`src/rtl/irq_admit_pkg.sv`:
```
package irq_admit_pkg;
  localparam int PRIO_W = 3;
  localparam logic [PRIO_W-1:0] PRIO_TOP = 3'd7;

  // strobes from control to datapath
  typedef struct packed {
    logic holdMask;   // levels 1..6 refused this cycle
    logic nestBlock;  // every level refused this cycle
    logic coolDown;   // accept issued last cycle
  } ctl_t;
endpackage

```
`src/rtl/irq_admit_ctrl.sv`:
```
module irq_admit_ctrl
  import irq_admit_pkg::*;
#(
  parameter int CNTW = 14
) (
  input  logic            clk,
  input  logic            rstN,
  input  logic            holdCmd,
  input  logic [CNTW-1:0] holdCount,
  input  logic            nestOff,
  input  logic            inHandler,
  input  logic            takeStb,
  output ctl_t            ctl
);
  logic [CNTW-1:0] holdCnt;
  logic            cntLive;

  // A command always wins over the decrement, whatever the count is.
  always_ff @(posedge clk) begin
    if (!rstN)              holdCnt <= '0;
    else if (holdCmd)       holdCnt <= holdCount;
    else if (cntLive)       holdCnt <= holdCnt - 1'b1;
  end

  assign cntLive = (holdCnt != '0);

  always_comb begin
    ctl.holdMask  = holdCmd | cntLive;
    ctl.nestBlock = nestOff & inHandler;
    ctl.coolDown  = takeStb;
  end


  hold_dec_chk: assert property (@(posedge clk) disable iff (!rstN)
    (!holdCmd && holdCnt != '0) |=> holdCnt == $past(holdCnt) - 1'b1);

  hold_load_chk: assert property (@(posedge clk) disable iff (!rstN)
    holdCmd |=> holdCnt == $past(holdCount));

  hold_reengage_chk: assert property (@(posedge clk) disable iff (!rstN)
    (holdCmd && holdCount != '0) |=> ctl.holdMask);

  hold_idle_chk: assert property (@(posedge clk)
    $past(!rstN) |-> holdCnt == '0);
endmodule

```
`src/rtl/irq_admit_dp.sv`:
```
module irq_admit_dp
  import irq_admit_pkg::*;
#(
  parameter int NSRC = 8,
  localparam int IDXW = $clog2(NSRC)
) (
  input  logic                 clk,
  input  logic                 rstN,
  input  logic [PRIO_W-1:0]    cpuLevel,
  input  logic [NSRC-1:0]      reqPend,
  input  logic [PRIO_W*NSRC-1:0] reqPrio,
  input  ctl_t                 ctl,
  output logic                 takeStb,
  output logic [IDXW-1:0]      takeIdx,
  output logic [PRIO_W-1:0]    takePrio
);
  logic [NSRC-1:0] srcOk;
  logic [PRIO_W-1:0] prioOf [NSRC];

  for (genvar i = 0; i < NSRC; i++) begin : g_src
    assign prioOf[i] = reqPrio[PRIO_W*i +: PRIO_W];
    assign srcOk[i]  = reqPend[i]
                     && (prioOf[i] != '0)
                     && (prioOf[i] > cpuLevel)
                     && !(ctl.holdMask && prioOf[i] != PRIO_TOP);
  end

  logic              anyWin;
  logic [IDXW-1:0]   winIdx;
  logic [PRIO_W-1:0] winPrio;

  // strict compare keeps the lowest index on a tie
  always_comb begin
    anyWin  = 1'b0;
    winIdx  = '0;
    winPrio = '0;
    for (int i = 0; i < NSRC; i++) begin
      if (srcOk[i] && (!anyWin || prioOf[i] > winPrio)) begin
        anyWin  = 1'b1;
        winIdx  = IDXW'(i);
        winPrio = prioOf[i];
      end
    end
  end

  logic grant;
  assign grant = anyWin && !ctl.nestBlock && !ctl.coolDown;

  always_ff @(posedge clk) begin
    if (!rstN) begin
      takeStb  <= 1'b0;
      takeIdx  <= '0;
      takePrio <= '0;
    end else begin
      takeStb  <= grant;
      takeIdx  <= grant ? winIdx  : '0;
      takePrio <= grant ? winPrio : '0;
    end
  end


  single_pulse_chk: assert property (@(posedge clk) disable iff (!rstN)
    takeStb |=> !takeStb);

  above_level_chk: assert property (@(posedge clk) disable iff (!rstN)
    takeStb |-> takePrio > $past(cpuLevel));

  hold_pass7_chk: assert property (@(posedge clk) disable iff (!rstN)
    ctl.holdMask |=> (!takeStb || takePrio == PRIO_TOP));

  nest_lock_chk: assert property (@(posedge clk) disable iff (!rstN)
    ctl.nestBlock |=> !takeStb);

  top_level_chk: assert property (@(posedge clk) disable iff (!rstN)
    (cpuLevel == PRIO_TOP) |=> !takeStb);

  idle_zero_chk: assert property (@(posedge clk) disable iff (!rstN)
    !takeStb |-> (takeIdx == '0 && takePrio == '0));
endmodule

```
`src/rtl/irq_admit.sv`:
```
module irq_admit
  import irq_admit_pkg::*;
#(
  parameter int NSRC = 8,
  parameter int CNTW = 14,
  localparam int IDXW = $clog2(NSRC)
) (
  input  logic                   clk,
  input  logic                   rstN,
  input  logic [2:0]             cpuLevel,
  input  logic [NSRC-1:0]        reqPend,
  input  logic [3*NSRC-1:0]      reqPrio,
  input  logic                   holdCmd,
  input  logic [CNTW-1:0]        holdCount,
  input  logic                   nestOff,
  input  logic                   inHandler,
  output logic                   takeStb,
  output logic [IDXW-1:0]        takeIdx,
  output logic [2:0]             takePrio
);
  ctl_t ctl;

  irq_admit_ctrl #(.CNTW(CNTW)) u_ctrl (
    .clk(clk), .rstN(rstN), .holdCmd(holdCmd), .holdCount(holdCount),
    .nestOff(nestOff), .inHandler(inHandler), .takeStb(takeStb), .ctl(ctl)
  );

  irq_admit_dp #(.NSRC(NSRC)) u_dp (
    .clk(clk), .rstN(rstN), .cpuLevel(cpuLevel), .reqPend(reqPend),
    .reqPrio(reqPrio), .ctl(ctl), .takeStb(takeStb), .takeIdx(takeIdx),
    .takePrio(takePrio)
  );
endmodule

```
`config.mk`:
```
export PLATFORM = sky130hd
export DESIGN_NAME = irq_admit
export DESIGN_NICKNAME = d
export VERILOG_FILES = /design/src/rtl/irq_admit_pkg.sv /design/src/rtl/irq_admit_ctrl.sv /design/src/rtl/irq_admit_dp.sv /design/src/rtl/irq_admit.sv
export SDC_FILE = /design/constraint.sdc
export NUM_CORES = 1
export LEC_CHECK = 0
export CAP_MARGIN = 0
export CORE_UTILIZATION = 47
export CTS_BUF_LIST = sky130_fd_sc_hd__clkbuf_16
export DETAILED_ROUTE_END_ITERATION = 8
export HOLD_SLACK_MARGIN = 0.06
export PLACE_DENSITY = 0.78
export RECOVER_POWER = 25
export SLEW_MARGIN = 30
export SYNTH_ARGS = -nofsm -noshare
export SYNTH_HDL_FRONTEND = slang
export SYNTH_SLANG_ARGS = --single-unit
```
`constraint.sdc`:
```
create_clock -name clk -period 11.6 [get_ports clk]
set_input_delay 2.32 -clock clk [delete_from_list [all_inputs] [get_ports clk]]
set_output_delay 2.32 -clock clk [all_outputs]
set_load 0.05 [all_outputs]
```
==> impl_metrics.yaml, run 1 <==
finish:
  final_cell_mix: "89 x buf_4, 52 x clkdlybuf4s50_1, 32 x nor2_1"
  layout_commonest_cell: "buf_4"
  syn_to_final_growth_pct: 72.0
  nets: 611
  diodes: 0
  final_cells: 581
  drive_gt1_share_pct: 37.7
logic_synthesis:
  synth_edf_count: 0
  synth.avg_cell_area_um2: 7.70
  synthesis.nets: 456
  syn_inst: 355
  synth_seq_area_share_pct: 15.4
  ys_types: 56
  synth_warnings: 0
  async_flop_share_pct: 0
  syn-cell-area_um2: 2740
  ys_ff_latch: 21
  ys.flop_type: "dfxtp_1"
worst_setup_path:
  setup.worst_path.start: "reqPrio[0]"
  crit_arrival_ns: 12.13
  crit_fanout: 6
  cp-end-kind: "flop"
  crit_top_cell: "buf_4"
  r2r_start: "u_ctrl.holdCnt[2]"
  critPathKind: "primary input to flop"
  slowest_delay_ns: 0.32
  cp.required_ns: 11.77
  startpoint_type: "primary input"
  crit_path_top_delay_cell: "mux2_4"
flow_run:
  maxCapViolCount: 0
placed_design:
  dp_cells: 530
  hpwl_um: 6470
  portBuffers: 60
  place_congestion: 0.940
global_route:
  antenna_found_initial: 0
  grt_overflow: 0
  grt_pass1_wl_um: 16000
  grt_usage_pct: 32.7
  grt_pass1_vias: 3591
  grt_max_degree: 26
status:
  violations: "setup timing"
  status: "finished, violations left"
power:
  vdd_drop_max_mv: 0.111
  powerDensity_nw_per_um2: 73.2
  p_sw_mw: 0.130
  p_leak_nw: 2.09
  p_clk_share_pct: 21.4
  total_power_mw: 0.345
  pwr-share-seq_pct: 24.7
  comb_power_share_pct: 53.9
  swShare_pct: 37.7
  p_int_mw: 0.215
route:
  drc: 0
  drtAntennaViolNets: 0
  viasPerCell: 6.44
  drt_iter0_markers: 399
  drt-total-wl_um: 12200
  wl_per_cell_um: 21.0
  drtPass1Iterations: 6
  num_vias: 3744
cts:
  cts_max_level: 1
  root_buffer: "clkbuf_16"
  cts.sinks: 21
  clock_latency_ns: 0.26
  cts_buffer_depth: 2
  ctsHoldBuffers: 0
  numCtsBuffers: 3
  cts_tree: "done"
  clkTransAtPathRegs_ns: 0.06
sta:
  fin_ws_ns: -0.362
  fin_crit_sh_pct: 103
  final-hold-violation-count: 0
  rsz0062_at_grt: "true"
  drv_slew: 0
  holdWs_ns: 0.548
  setup_viol: 6
  fin_crit_ns: 11.96
  slew_headroom_pct: 40.2
  clock_skew_ns: 0.00466
  tightest_slew_ns: 0.897
  max_freq_mhz: 83.6
die:
  io_pins: 61
  die_x_um: 78.3
  fp-row-count: 27
  fp.dieH_um: 78.3
  dieArea_um2: 6130
  core-area_um2: 5570
  start_util_pct: 49.1
hold_path:
  hold_start: "u_ctrl.holdCnt[1]"
  hp-class: "flop to flop"
==> Yosys cell counts, types with 3 or more instances <==
master / count / area share (%)
ha_1: 47 / 22
nand2_1: 36 / 4.9
nor2_1: 36 / 4.9
inv_1: 30 / 4.1
a21oi_1: 29 / 5.3
dfxtp_1: 21 / 15
nand3_1: 18 / 3.3
o21ai_0: 17 / 3.1
a31oi_1: 11 / 2.5
nor2b_1: 11 / 2.5
o21a_1: 6 / 1.6
o221ai_1: 6 / 1.9
o31ai_1: 6 / 1.6
or2_2: 6 / 1.4
a21o_1: 5 / 1.4
xnor2_1: 5 / 1.6
clkbuf_1: 4 / 0.55
nand2b_1: 4 / 0.91
a211oi_1: 3 / 0.82
a311oi_1: 3 / 0.96
nand4_1: 3 / 0.69
nor2_2: 3 / 0.69
==> through the flow <==
step                      cell area [um2]  setup TNS [ns]  util (%)  worst slack (ns)
after floorplan                      2780               0         -           0.00578
after global placement               3790           -2.17      67.9            -0.412
after detailed placement             3790           -3.76      67.9            -0.701
after CTS                            4290               0      77.0            0.0145
after global routing                 4700           -3.47      84.4            -0.599
final                                4700           -2.11      84.4            -0.362
==> path summary, 6_finish.rpt <==
| check | slack (ns) | endpoint | cells past startpoint |
|---|---|---|---|
| max | -0.36 | u_dp.takePrio[1] | 60 |
| min | 0.55 | u_ctrl.holdCnt[1] | 2 |
| max reg2reg | 1.20 | u_dp.takePrio[1] | 59 |
| min reg2reg | 0.55 | u_ctrl.holdCnt[1] | 2 |
==> per-layer routing <==
metal / vias up / global-route usage (%) / wire length [um]
met2: 287 / 59.5 / 5760
met4: 0 / 19.1 / 1020
li1: 1623 / - / -
met1: 1720 / 36.3 / 4450
met5: - / 0 / 0
met3: 114 / 3.84 / 991
==> critical path: cells and delay by family <==
family | cells | cell delay, ns
AND/OR/NAND/NOR | 11 | 1.42
AO/OA/AOI/OAI | 27 | 4.36
multiplexers | 1 | 0.32
adder cells (fa/ha/maj) | 7 | 1.84
buffers and inverters | 14 | 1.85
==> sequential cells by signal (all words and copies together), names as in the netlist <==
name	cells
u_dp.takePrio	3
u_dp.takeIdx	3
u_dp.takeStb	1
u_ctrl.holdCnt	14
==> logic make-up (layout without fill, tap and decap cells) <==
| family | count (synthesis) | after routing | share of synthesized area [%] |
|---|---|---|---|
| compound gates | 109 | 109 | 28.9 |
| xor+xnor | 6 | 6 | 1.92 |
| fa+ha+maj | 47 | 47 | 21.5 |
| buf+inv | 36 | 190 | 5.35 |
| flops | 21 | 21 | 15.4 |
| mux | 4 | 4 | 1.88 |
| simple gates | 132 | 132 | 25.1 |
==> repair_timing <==
action                     in CTS  in global routing
setup endpoints to repair       6                  6
cloned                          0                  0
pin swaps                      46                 56
setup buffers                  36                 13
gates resized for setup        36                 71
==> final cells by class <==
cell class | count | area, um2
clock buffers | 3 | 75.1
clock inverters | 1 | 5.00
fillers | 278 | 870
inverters | 30 | 115
multi-input cells | 298 | 2660
flip-flops and latches | 21 | 420
well taps | 72 | 90.1
repair buffers | 156 | 1340
==> power by group through the flow <==
stage | combinational [mW] | clock, mW | sequential, mW
floorplan | 0.0777 | 0 | 0.0873
global placement | 0.127 | 0 | 0.0861
detailed placement | 0.132 | 0 | 0.0866
CTS | 0.147 | 0.0737 | 0.0850
global route | 0.197 | 0.0776 | 0.0858
finish | 0.186 | 0.0737 | 0.0853
Note: power is estimated with default switching activity, not from simulation.
==> run 2: changes to the inputs <==
==> constraint.sdc (replaced) <==
create_clock -name clk -period 11.6 [get_ports clk]
set_input_delay 1.16 -clock clk [delete_from_list [all_inputs] [get_ports clk]]
set_output_delay 1.16 -clock clk [all_outputs]
set_load 0.05 [all_outputs]
==> run 2 against run 1 <==
The flow now finishes without violations. Design area shrank 20%. Cell count down 13%. Clock-buffer cell count stayed put. First-iteration DRC count is 70% lower. Routed wire length decreased by 36%. Non-clock buffer count down 77. Worst setup slack improved by 0.67 ns. Via count down 21%. Fmax increased by 5.9%. Clock skew fell by 0.0037 ns. Register-to-register slack better by 0.02 ns. Largest cell class unchanged. Highest routed layer unchanged.
==> impl_metrics.yaml, run 2 (synthesis gave the netlist of run 1 again) <==
power:
  comb_power_share_pct: 46.0
  pwr-share-seq_pct: 29.2
  swShare_pct: 35.6
  p_leak_nw: 1.61
  p_clk_share_pct: 24.8
  powerDensity_nw_per_um2: 77.7
  p_int_mw: 0.188
  p_sw_mw: 0.104
  vdd_drop_max_mv: 0.102
placed_design:
  dpl_cell_area_um2: 3450
  dp_cells: 489
  portBuffers: 60
  place_congestion: 0.984
  hpwl_um: 5790
worst_setup_path:
  critPathKind: "primary input to flop"
  cp-end-kind: "flop"
  crit_top_cell: "ha_1"
  crit_fanout: 8
  startpoint_type: "primary input"
  crit_path_top_delay_cell: "clkdlybuf4s50_1"
  crit_arrival_ns: 11.46
  cp.required_ns: 11.77
  slowest_delay_ns: 0.54
route:
  wl_per_cell_um: 15.4
  viasPerCell: 5.86
  drtPass1Iterations: 4
  num_vias: 2958
  drt_iter0_markers: 119
  drc: 0
  drtAntennaViolNets: 0
  drt-total-wl_um: 7770
sta:
  tightest_slew_ns: 0.798
  drv_slew: 0
  final-hold-violation-count: 0
  clock_skew_ns: 0.000984
  slew_headroom_pct: 46.8
  holdWs_ns: 0.561
  max_freq_mhz: 88.5
  setup_viol: 0
  fin_crit_sh_pct: 97.4
  fin_crit_ns: 11.29
die:
  dieArea_um2: 6130
  io_pins: 61
  fp.dieH_um: 78.3
  start_util_pct: 49.1
  fp-row-count: 27
  die_x_um: 78.3
  core-area_um2: 5570
cts:
  cts_buffer_depth: 2
  cts.sinks: 21
  clkTransAtPathRegs_ns: 0.06
  clock_latency_ns: 0.25
  numCtsBuffers: 3
  cts_max_level: 1
  cts_tree: "done"
  root_buffer: "clkbuf_16"
  ctsHoldBuffers: 0
finish:
  multi_input_comb_area_um2: 2310
  fin_util_pct: 67.4
  layout_commonest_cell: "clkdlybuf4s50_1"
  n_fill_cell: 460
  largest_reg_flops: 14
  diodes: 0
  final_cells: 505
  fin_area_um2: 3760
  largest-register: "u_ctrl.holdCnt"
  drive_gt1_share_pct: 16.9
  nets: 535
  final-seq-area_um2: 420
  top_regs: "u_ctrl.holdCnt: 14 flops, u_dp.takeIdx: 3 flops, u_dp.takePrio: 3 flops"
  syn_to_final_growth_pct: 37.3
  final_cell_mix: "57 x clkdlybuf4s50_1, 45 x ha_1, 33 x nand2_1, 33 x nor2_1, 30 x inv_1"
global_route:
  grt_util_met3_pct: 1.63
  grt_usage_pct: 24.3
  busiest_layer: "met2"
  grt_pass1_vias: 2703
  grt_max_degree: 26
  antenna_found_initial: 0
  grtUsageMet1_pct: 31.3
  grt_overflow: 0
  grt_pass1_wl_um: 12100
  grt_use_met2_pct: 43.8
hold_path:
  hp-class: "flop to flop"
flow_run:
  maxCapViolCount: 0
status:
  status: "finished clean"
run 2: path summary, 6_finish.rpt:
kind | from | endpoint | slack [ns] | cells past startpoint
worst max-delay path | reqPrio[1] | u_dp.takePrio[1] | 0.31 | 58
worst min register to register | u_ctrl.holdCnt[1] | u_ctrl.holdCnt[1] | 0.56 | 2
worst max register to register | u_ctrl.holdCnt[6] | u_dp.takePrio[1] | 1.22 | 57
worst min-delay path | u_ctrl.holdCnt[1] | u_ctrl.holdCnt[1] | 0.56 | 2
run 2: stage by stage:
stage / TNS, ns / setup slack [ns] / total power, mW
after floorplan: 0 / 1.06 / 0.164
after global placement: 0 / 0.256 / 0.204
after detailed placement: -0.0518 / -0.0518 / 0.209
after CTS: 0 / 0.150 / 0.282
after global routing: -0.396 / -0.154 / 0.310
final: 0 / 0.307 / 0.292
run 2: final cells by class:
type / count / share of cell area (%)
Multi-Input combinational cell: 299 / 61.6
Timing Repair Buffer: 79 / 19.7
Sequential cell: 21 / 11.2
Inverter: 30 / 3.00
Tap cell: 72 / 2.40
Clock buffer: 3 / 2.00
Clock inverter: 1 / 0.133
run 2: critical path, delay by kind of cell:
family | cells | cell delay, ns
AOI/OAI and AO/OA | 31 | 4.76
and+or+nand+nor | 13 | 2.17
adders and majority gates | 8 | 2.05
buffers and inverters | 4 | 0.70
muxes | 2 | 0.61
run 2: what timing repair did:
action / CTS / global route
gates resized for setup: 0 / 33
setup buffers: 0 / 11
endpoints found under the setup margin: 0 / 6
run 2: power groups by stage:
stage / registers, mW / logic (mW) / clock network, mW
after floorplan: 0.0873 / 0.0764 / 0
after global placement: 0.0861 / 0.118 / 0
after detailed placement: 0.0862 / 0.122 / 0
after CTS: 0.0850 / 0.124 / 0.0739
after global routing: 0.0860 / 0.148 / 0.0759
final: 0.0852 / 0.134 / 0.0725
run 2: routing by layer:
layer,part of all wire [%],wire length [um],up-vias
met5,0,0,-
met1,44,3450,1380
met2,50,3880,97
met3,5.2,401,7
li1,-,-,1474
met4,0.54,42,0
==> run 3: changes to the inputs <==
- CTS_CLUSTER_SIZE: default -> 16
- SKIP_LAST_GASP: default -> 1
- clock period: 11.6 -> 10.3 ns (I/O delays scaled with it)
==> run 3 against run 2 <==
The flow now finishes with violations (setup timing). Non-clock buffer count increased by 95. Largest power group unchanged. Critical path type unchanged. Clock-buffer cell count unchanged. Hold slack got worse by 0.011 ns. Combinational power increased by 65%.
==> impl_metrics.yaml, run 3 (synthesis gave the netlist of run 1 again) <==
hold_path:
  hp-class: "flop to flop"
cts:
  cts_tree: "done"
  numCtsBuffers: 3
  cts_max_level: 1
  root_buffer: "clkbuf_16"
  clock_latency_ns: 0.25
  cts.sinks: 21
  cts_buffer_depth: 2
  clkTransAtPathRegs_ns: 0.06
finish:
  diodes: 0
  n_fill_cell: 243
  layout_commonest_cell: "buf_4"
  largest-register: "u_ctrl.holdCnt"
  syn_to_final_growth_pct: 77.6
  drive_gt1_share_pct: 41.0
  fin_area_um2: 4860
  final_cell_mix: "108 x buf_4, 52 x clkdlybuf4s50_1, 31 x nor2_1"
  nets: 629
  top_regs: "u_ctrl.holdCnt: 14 flops, u_dp.takeIdx: 3 flops, u_dp.takePrio: 3 flops"
  largest_reg_flops: 14
power:
  vdd_drop_max_mv: 0.0939
  p_leak_nw: 2.17
  powerDensity_nw_per_um2: 82.3
  total_power_mw: 0.400
sta:
  final-hold-violation-count: 0
  rsz0062_at_grt: "true"
  fin_crit_ns: 10.96
  clock_skew_ns: 0.00254
  max_freq_mhz: 91.2
  drv_slew: 0
  tightest_slew_ns: 1.04
  fin_crit_sh_pct: 106
  setup_viol: 6
  fin_ws_ns: -0.660
  slew_headroom_pct: 30.1
worst_setup_path:
  crit_cells: 57
  cp-end-kind: "flop"
  crit_top_cell: "ha_4"
  critPathCapture: "u_dp.takePrio[1]"
  crit_fanout: 7
  r2r_end: "u_dp.takePrio[1]"
  r2r_setup_slack_ns: -0.32
  setup.worst_path.start: "reqPrio[0]"
  reg2reg_depth: 57
  slowest_delay_ns: 0.41
  crit_arrival_ns: 11.13
  cp_top_family: "compound AO/OA/AOI/OAI gates"
  critPathKind: "primary input to flop"
  r2r_start: "u_ctrl.holdCnt[0]"
  crit_path_top_delay_cell: "a311oi_2"
  cp.required_ns: 10.47
  startpoint_type: "primary input"
  crit_buf_inv: 6
route:
  wl_per_cell_um: 23.7
  drtPass1Iterations: 6
  drc: 0
  drt-total-wl_um: 14200
  num_vias: 4010
  drtAntennaViolNets: 0
  drt_iter0_markers: 461
  viasPerCell: 6.69
global_route:
  grt_overflow: 0
  grt_usage_pct: 35.1
  grt_pass1_vias: 3640
  grt_pass1_wl_um: 17000
  grt_max_degree: 26
  antenna_found_initial: 0
die:
  dieArea_um2: 6130
  fp-row-count: 27
  fp.dieH_um: 78.3
  die_x_um: 78.3
  io_pins: 61
  start_util_pct: 49.1
  core-area_um2: 5570
status:
  status: "finished, violations left"
  violations: "setup timing"
placed_design:
  portBuffers: 60
  dpl_cell_area_um2: 3830
  hpwl_um: 6450
  place_ws_ns: -0.822
  place_congestion: 0.932
flow_run:
  maxCapViolCount: 0
## run 3: cell count changes in the layout (fill, tap and decap cells not counted), moves of 5 or more
cell | before | now
buf_4 | 18 | 108
ha_1 | 45 | 28
ha_4 | 1 | 13
buf_6 | 0 | 7
clkdlybuf4s50_1 | 57 | 52
ha_2 | 1 | 6
nand2_4 | 0 | 5
## run 3: stage by stage
stage	util, %	cells	hold slack, ns	TNS [ns]
after CTS	79.4	584	0.549	0
final	87.1	599	0.551	-3.73
after floorplan	-	355	0.495	0
after detailed placement	68.7	536	0.541	-4.44
after global placement	68.7	536	0.521	-2.75
after global routing	87.1	599	0.575	-5.90
## run 3: repair_timing
action,in CTS,in global routing
hold buffers,0,0
endpoints found under the setup margin,6,6
setup buffers,44,16
pin swaps,28,37
resized for setup,42,78
## run 3: routing by layer
| metal | up-vias | GRT usage, % | share of wire (%) |
|---|---|---|---|
| met3 | 160 | 5.47 | 12 |
| li1 | 1651 | - | - |
| met1 | 1810 | 39.1 | 34 |
| met4 | 0 | 23.5 | 9.7 |
| met2 | 389 | 61.1 | 45 |
| met5 | - | 0 | 0 |
## run 3: worst min-delay path by stage
stage / from / end / slack (ns) / depth (start not counted)
after floorplan: u_ctrl.holdCnt[1] / u_ctrl.holdCnt[1] / 0.49 / 2
after global placement: u_ctrl.holdCnt[1] / u_ctrl.holdCnt[1] / 0.52 / 2
after detailed placement: u_ctrl.holdCnt[1] / u_ctrl.holdCnt[1] / 0.54 / 2
after CTS: u_ctrl.holdCnt[1] / u_ctrl.holdCnt[1] / 0.55 / 2
after global routing: u_ctrl.holdCnt[1] / u_ctrl.holdCnt[1] / 0.57 / 2
final: u_ctrl.holdCnt[1] / u_ctrl.holdCnt[1] / 0.55 / 2
## run 3: area by class of cell
cell class / instances / area (um2) / area share (%)
Timing Repair Buffer: 174 / 1480 / 30.4
Multi-Input combinational cell: 298 / 2670 / 55.0
Sequential cell: 21 / 420 / 8.66
Inverter: 30 / 115 / 2.37
Tap cell: 72 / 90.1 / 1.85
Clock inverter: 1 / 5.00 / 0.103
Clock buffer: 3 / 75.1 / 1.55
## run 3: power by group
group          internal, mW  switching (mW)
clock network        0.0522          0.0306
registers            0.0874         0.00880
logic                 0.106           0.115
## run 3: worst register-to-register path: cells and delay by family, from the launching register on
| kind | cells | cell delay (ns) |
|---|---|---|
| buffers and inverters | 5 | 0.53 |
| AOI/OAI and AO/OA | 29 | 4.88 |
| DFF | 1 | 0.33 |
| adders and majority gates | 8 | 1.84 |
| muxes | 2 | 0.68 |
| and+or+nand+nor | 13 | 2.28 |
